--- config.mk ---
export PLATFORM = sky130hd
export DESIGN_NAME = supply_fault_mon
export DESIGN_NICKNAME = d
export VERILOG_FILES = /design/src/rtl/sfm_pkg.sv /design/src/rtl/sfm_glitch_filter.sv /design/src/rtl/sfm_fault_resolver.sv /design/src/rtl/sfm_pin_driver.sv /design/src/rtl/supply_fault_mon.sv
export SDC_FILE = /design/constraint.sdc
export NUM_CORES = 1
export LEC_CHECK = 0
export BUFFER_PORTS_ARGS = -buffer_cell sky130_fd_sc_hd__buf_2
export CORE_UTILIZATION = 50
export DETAILED_ROUTE_END_ITERATION = 12
export MAX_ROUTING_LAYER = met4
export PLACE_DENSITY = 0.69
export SLEW_MARGIN = 20
export SYNTH_ARGS = -nofsm -noshare
export SYNTH_HDL_FRONTEND = slang
export SYNTH_SLANG_ARGS = --single-unit
--- constraint.sdc ---
create_clock -name clk -period 6 [get_ports clk]
set_clock_uncertainty 0.15 [all_clocks]
set_input_delay 0.6 -clock clk [delete_from_list [all_inputs] [get_ports clk]]
set_output_delay 0.6 -clock clk [all_outputs]
set_load 0.05 [all_outputs]
--- src/rtl/sfm_pkg.sv ---
package sfm_pkg;

    localparam int unsigned FILT_US_S1 = 8;
    localparam int unsigned FILT_US_S2 = 25;
    localparam int unsigned FILT_US_S3 = 50;
    localparam int unsigned FILT_CW    = $clog2(FILT_US_S3 + 1);

    localparam int unsigned RST_MS_S0 = 50;
    localparam int unsigned RST_MS_S1 = 100;
    localparam int unsigned RST_MS_S2 = 200;
    localparam int unsigned RST_MS_S3 = 400;
    localparam int unsigned RST_CW    = $clog2(RST_MS_S3 + 1);

    typedef enum logic [1:0] {
        FILT_OFF   = 2'd0,
        FILT_SHORT = 2'd1,
        FILT_MID   = 2'd2,
        FILT_LONG  = 2'd3
    } filt_sel_e;

    typedef enum logic {
        PIN_HEALTH = 1'b0,
        PIN_RESET  = 1'b1
    } pin_mode_e;

    typedef struct packed {
        logic drive_pin;
        logic force_sd;
        logic power_off;
    } act_mask_t;

    function automatic logic [FILT_CW-1:0] filt_limit(input filt_sel_e sel);
        case (sel)
            FILT_SHORT: filt_limit = FILT_CW'(FILT_US_S1);
            FILT_MID:   filt_limit = FILT_CW'(FILT_US_S2);
            FILT_LONG:  filt_limit = FILT_CW'(FILT_US_S3);
            default:    filt_limit = '0;
        endcase
    endfunction

    function automatic logic [RST_CW-1:0] rst_limit(input logic [1:0] sel);
        case (sel)
            2'd0:    rst_limit = RST_CW'(RST_MS_S0);
            2'd1:    rst_limit = RST_CW'(RST_MS_S1);
            2'd2:    rst_limit = RST_CW'(RST_MS_S2);
            default: rst_limit = RST_CW'(RST_MS_S3);
        endcase
    endfunction

endpackage

--- src/rtl/sfm_glitch_filter.sv ---
module sfm_glitch_filter #(
    parameter int unsigned CW = 6
) (
    input  logic          clk,
    input  logic          rst,
    input  logic          tick,
    input  logic          raw,
    input  logic [CW-1:0] limit,
    output logic          flt
);

    logic [CW-1:0] cnt;
    logic [CW-1:0] cnt_nx;

    assign cnt_nx = cnt + 1'b1;

    always_ff @(posedge clk) begin
        if (rst) begin
            cnt <= '0;
            flt <= 1'b0;
        end else if (!raw) begin
            cnt <= '0;
            flt <= 1'b0;
        end else if (limit == '0) begin
            flt <= 1'b1;
        end else if (tick && !flt) begin
            if (cnt_nx >= limit) begin
                flt <= 1'b1;
            end else begin
                cnt <= cnt_nx;
            end
        end
    end

endmodule

--- src/rtl/sfm_fault_resolver.sv ---
module sfm_fault_resolver
    import sfm_pkg::*;
#(
    parameter int unsigned NCH  = 3,
    parameter int unsigned NSUP = 2
) (
    input  logic            clk,
    input  logic            rst,
    input  logic [NCH-1:0]  ch_uv_f,
    input  logic [NCH-1:0]  ch_ov_f,
    input  logic [NSUP-1:0] sup_uv_f,
    input  logic [NCH-1:0]  ch_en,
    input  act_mask_t       ch_act,
    input  act_mask_t       sup_act,
    input  logic            manual_mode,
    input  logic [NCH-1:0]  sticky_clr,
    output logic [NCH-1:0]  sticky,
    output logic            poweroff_req,
    output logic            force_req,
    output logic            pin_fault
);

    logic [NCH-1:0] ch_bad;
    logic           ch_any;
    logic           sup_any;
    logic           poff_d;
    logic           force_d;

    always_comb begin
        ch_bad  = (ch_uv_f | ch_ov_f) & ch_en;
        ch_any  = |ch_bad;
        sup_any = |sup_uv_f;
        poff_d  = !manual_mode &&
                  ((ch_any && ch_act.power_off) || (sup_any && sup_act.power_off));
        force_d = !manual_mode &&
                  ((ch_any && ch_act.force_sd) || (sup_any && sup_act.force_sd));
        pin_fault = (ch_any && ch_act.drive_pin) || (sup_any && sup_act.drive_pin);
    end

    always_ff @(posedge clk) begin
        if (rst) begin
            poweroff_req <= 1'b0;
            force_req    <= 1'b0;
        end else begin
            poweroff_req <= poff_d;
            force_req    <= force_d;
        end
    end

    for (genvar i = 0; i < NCH; i++) begin : g_sticky
        always_ff @(posedge clk) begin
            if (rst) begin
                sticky[i] <= 1'b0;
            end else if (ch_bad[i]) begin
                sticky[i] <= 1'b1;
            end else if (sticky_clr[i]) begin
                sticky[i] <= 1'b0;
            end
        end
    end

endmodule

--- src/rtl/sfm_pin_driver.sv ---
module sfm_pin_driver
    import sfm_pkg::*;
(
    input  logic              clk,
    input  logic              rst,
    input  logic              ms_tick,
    input  pin_mode_e         mode,
    input  logic              host_rst,
    input  logic              pin_fault,
    input  logic [RST_CW-1:0] limit,
    output logic              pull_low
);

    logic [RST_CW-1:0] cnt;
    logic [RST_CW-1:0] cnt_nx;
    logic              hold;

    assign cnt_nx = cnt + 1'b1;
    assign hold   = pin_fault || host_rst;

    always_ff @(posedge clk) begin
        if (rst) begin
            pull_low <= 1'b1;
            cnt      <= '0;
        end else if (mode == PIN_HEALTH) begin
            pull_low <= pin_fault;
            cnt      <= '0;
        end else if (hold) begin
            pull_low <= 1'b1;
            cnt      <= '0;
        end else if (pull_low && ms_tick) begin
            if (cnt_nx >= limit) begin
                pull_low <= 1'b0;
                cnt      <= '0;
            end else begin
                cnt <= cnt_nx;
            end
        end
    end

endmodule

--- src/rtl/supply_fault_mon.sv ---
module supply_fault_mon
    import sfm_pkg::*;
#(
    parameter int unsigned NCH  = 3,
    parameter int unsigned NSUP = 2
) (
    input  logic               clk,
    input  logic               rst,
    input  logic               us_tick,
    input  logic               ms_tick,
    input  logic [NCH-1:0]     ch_uv_raw,
    input  logic [NCH-1:0]     ch_ov_raw,
    input  logic [NCH-1:0]     ch_en,
    input  logic [NSUP-1:0]    sup_uv_raw,
    input  logic               host_rst,
    input  logic               manual_mode,
    input  logic [1:0]         cfg_filt_sel,
    input  logic [1:0]         cfg_rst_sel,
    input  logic               cfg_pin_reset_mode,
    input  logic [2:0]         cfg_ch_act,
    input  logic [2:0]         cfg_sup_act,
    input  logic [NCH-1:0]     sticky_clr,
    output logic [3*NCH-1:0]   ch_status,
    output logic [NSUP-1:0]    sup_status,
    output logic               poweroff_req,
    output logic               force_req,
    output logic               pin_pull_low
);

    localparam int unsigned STW = 3;

    logic [FILT_CW-1:0] flim;
    logic [RST_CW-1:0]  rlim;
    logic [NCH-1:0]     uv_f;
    logic [NCH-1:0]     ov_f;
    logic [NSUP-1:0]    sup_f;
    logic [NCH-1:0]     sticky;
    logic               pin_fault;
    pin_mode_e          pmode;

    assign flim  = filt_limit(filt_sel_e'(cfg_filt_sel));
    assign rlim  = rst_limit(cfg_rst_sel);
    assign pmode = pin_mode_e'(cfg_pin_reset_mode);

    for (genvar i = 0; i < NCH; i++) begin : g_ch
        sfm_glitch_filter #(.CW(FILT_CW)) u_uv (
            .clk(clk), .rst(rst), .tick(us_tick),
            .raw(ch_uv_raw[i]), .limit(flim), .flt(uv_f[i])
        );
        sfm_glitch_filter #(.CW(FILT_CW)) u_ov (
            .clk(clk), .rst(rst), .tick(us_tick),
            .raw(ch_ov_raw[i]), .limit(flim), .flt(ov_f[i])
        );
        assign ch_status[STW*i +: STW] = {sticky[i], ov_f[i], uv_f[i]};
    end

    for (genvar j = 0; j < NSUP; j++) begin : g_sup
        sfm_glitch_filter #(.CW(FILT_CW)) u_sup (
            .clk(clk), .rst(rst), .tick(us_tick),
            .raw(sup_uv_raw[j]), .limit(flim), .flt(sup_f[j])
        );
    end

    assign sup_status = sup_f;

    sfm_fault_resolver #(.NCH(NCH), .NSUP(NSUP)) u_res (
        .clk          (clk),
        .rst          (rst),
        .ch_uv_f      (uv_f),
        .ch_ov_f      (ov_f),
        .sup_uv_f     (sup_f),
        .ch_en        (ch_en),
        .ch_act       (act_mask_t'(cfg_ch_act)),
        .sup_act      (act_mask_t'(cfg_sup_act)),
        .manual_mode  (manual_mode),
        .sticky_clr   (sticky_clr),
        .sticky       (sticky),
        .poweroff_req (poweroff_req),
        .force_req    (force_req),
        .pin_fault    (pin_fault)
    );

    sfm_pin_driver u_pin (
        .clk       (clk),
        .rst       (rst),
        .ms_tick   (ms_tick),
        .mode      (pmode),
        .host_rst  (host_rst),
        .pin_fault (pin_fault),
        .limit     (rlim),
        .pull_low  (pin_pull_low)
    );

endmodule

==> metrics.csv <==
metric;value;unit
drt_pre_antenna_iters;4;
finalMaxSlewViolations;0;
clock_path_buffers;2;
grt_overflow;0;
r2r_slack;3220;ps
switchingPower;307;uW
r2r-end;g_ch[2].u_ov.cnt[5];
grt_max_degree;20;
pwr-share-clk;0.388;
initial_utilization;0.517;
worst_ep_required_time;6130;ps
cts_resized;0;
synth_most_common_cell;dfxtp_1;
syn_inst;540;
r2r_cells;9;
cts.sinks;71;
diodes;0;
hold_class;input port to flip-flop;
cts_setup_buffers;0;
crit_family;simple AND/OR/NAND/NOR gates;
wire_per_inst;14.3;um
switching_share;0.285;
hold_depth;2;
power.density;202;nW/um^2
crit_buf_inv;2;
ys_top_cells_by_count;dfxtp_1, ha_1, a21oi_1;
netlist_top_cells_area;dfxtp_1, ha_1, xnor2_1, a21oi_1, xor2_1;
grt_pass1_vias;3776;
synth_largest_area_cell;dfxtp_1;
nets;680;
coreArea;9280;um^2
clkSlewWorstSetupHoldPaths;80;ps
cp.depth;10;
io-pin-count;45;
synth_area;4800;um^2
vias_per_cell;5.56;
drt_iter0_drc;94;
synthFlopType;dfxtp_1;
p_int;770;uW
critPathMaxFanout;9;
port_buffers;44;
syn-num-nets;636;
die-area;9990;um^2
cts_tree;done;
critPathKind;input port to flip-flop;
cts_buffers;9;
ir_worst_vdd;0.000107;V
path_cells;buf_2 -> inv_1 -> ha_1 -> nor2_1 -> ha_1 -> a211o_1 -> a211oi_2 -> o21ai_2 -> or3_1 -> a21oi_1;
fin_crit;3210;ps
period_share;0.535;
ant_nets;0;
clk-insertion-delay-late;350;ps
rsz0062_at_grt;false;
outcome;completed;
avgSynthCellArea;8.88;um^2
wl;10.3;mm
yosys_warnings;0;
drive_gt1_frac;0.151;
synth-seq-area-share;0.296;
slew_headroom;0.476;
hold_violations;0;
tightestPinTransition;783;ps
slowest_delay;670;ps
yosys.area.top_type_share;0.296;
cp_common_cell;ha_1;
die_x;99.9;um
worstSetupStartpointType;input port;
utilization;0.573;
seqPwrFrac;0.455;
antenna_found_initial;0;
async_flop_share;0;
power_frac_comb;0.157;
place.gp.congestion;0.852;
dp_hpwl;7.76;mm
drc;0;
die_h;99.9;um
hold_start;manual_mode;
r2r_start;g_ch[2].u_ov.cnt[0];
min_to;u_res.poweroff_req;
area_growth;11.0;%
setup_tns;0;ps
finalSetupViolations;0;
p_leak;2.38;nW
cp_slowest_cell;nor2_1;
max_freq;0.311;GHz
grt_pass1_wl;17.3;mm
synth_cell_type_count;43;
grtUsageTotal;0.225;
clock-root-buffer;clkbuf_8;
critPathCaptureType;flip-flop;
cp.arrival;3340;ps
maxCapViolations;0;
ys_ff_latch;71;
synth_edf_count;0;
routed-via-count;3990;
cts_hold_buf;0;
htree_levels;3;
rows;35;
-- layout by cell type, fill, tap and decap left out, drive strengths merged, types with 4 or more instances in the layout --
master / Yosys / routed
dfxtp: 71 / 71
ha: 65 / 65
o21ai: 48 / 48
buf: 10 / 44
a21oi: 40 / 40
nor2: 38 / 38
nand3: 32 / 32
xnor2: 30 / 30
nand2: 27 / 27
xor2: 20 / 20
nand2b: 20 / 20
inv: 18 / 19
or3: 16 / 16
o211ai: 14 / 14
clkbuf: 1 / 12
nor3: 12 / 12
o21a: 11 / 11
or4: 10 / 10
a211oi: 10 / 10
a211o: 8 / 8
mux2i: 8 / 8
and3: 6 / 6
nor2b: 6 / 6
or2: 4 / 4
-- flip-flops by register name, summed over array words and instances, names as in the netlist --
signal and flops:
g_ch.u_ov.cnt 18, g_ch.u_ov.flt 3, g_ch.u_uv.cnt 18, g_ch.u_uv.flt 3, g_sup.u_sup.cnt 12, g_sup.u_sup.flt 2
u_pin.cnt 9, u_pin.pull_low 1, u_res.force_req 1, u_res.poweroff_req 1, u_res.sticky 3
-- how the worst max path moves through the flow --
stage                     slack, ps       startpoint               endpoint
final                          2790  cfg_filt_sel[0]  g_sup[1].u_sup.cnt[5]
after detailed placement       2430  cfg_filt_sel[0]  g_sup[1].u_sup.cnt[5]
after CTS                      2770  cfg_filt_sel[0]    g_ch[1].u_ov.cnt[3]
after global placement         2490  cfg_filt_sel[0]    g_ch[2].u_ov.cnt[3]
after floorplan                3050  cfg_filt_sel[0]    g_ch[2].u_ov.cnt[3]
after global routing           2550  cfg_filt_sel[0]  g_sup[1].u_sup.cnt[3]
-- worst register-to-register path, delay by kind of cell, from the launching register on --
kind / cells / cell delay, ps
AOI/OAI and AO/OA: 4 / 860
adders and majority gates: 2 / 540
and+or+nand+nor: 2 / 480
xor gates and xnor gates: 1 / 240
DFF: 1 / 440
-- area by class of cell --
type / count / area [um^2]
fillers: 916 / 3960
well taps: 129 / 161
clock inverters: 4 / 51.3
multi-input cells: 440 / 3230
flip-flops and latches: 71 / 1420
clock buffers: 12 / 165
repair buffers: 44 / 220
inverters: 18 / 67.6
-- power by group through the flow --
stage	clock network, mW	logic [mW]	registers (mW)
after CTS	0.427	0.171	0.489
after global routing	0.446	0.190	0.491
after floorplan	0	0.120	0.505
after global placement	0	0.164	0.500
final	0.417	0.169	0.489
after detailed placement	0	0.169	0.501
-- logic make-up (layout without fill, tap and decap cells) --
kind of cell    count (synthesis)  in the layout  synth area share
simple gates                  179            179             0.206
compound gates                138            138             0.191
flops                          71             71             0.296
fa+ha+maj                      65             65             0.170
xor+xnor                       50             50            0.0913
buf+inv                        29             78            0.0292
mux                             8              8            0.0167
-- layer usage --
| metal | vias up | track usage | share of wire |
|---|---|---|---|
| li1 | 2054 | - | - |
| met1 | 1863 | 0.264 | 0.46 |
| met2 | 58 | 0.386 | 0.50 |
| met3 | 15 | 0.0355 | 0.028 |
| met4 | 0 | 0.0894 | 0.016 |
| met5 | - | - | 0 |
-- per-stage QoR --
| stage | std cells | setup WS (ps) | hold slack, ps | cell area, um^2 | total power [mW] |
|---|---|---|---|---|---|
| finish | 718 | 2790 | 264 | 5320 | 1.08 |
| global route | 718 | 2550 | 253 | 5320 | 1.13 |
| CTS | 718 | 2770 | 251 | 5320 | 1.09 |
| detailed placement | 702 | 2430 | 316 | 5100 | 0.670 |
| global placement | 702 | 2490 | 302 | 5100 | 0.664 |
| floorplan | 540 | 3050 | 294 | 4800 | 0.625 |
(Power assumes the default switching activity.)
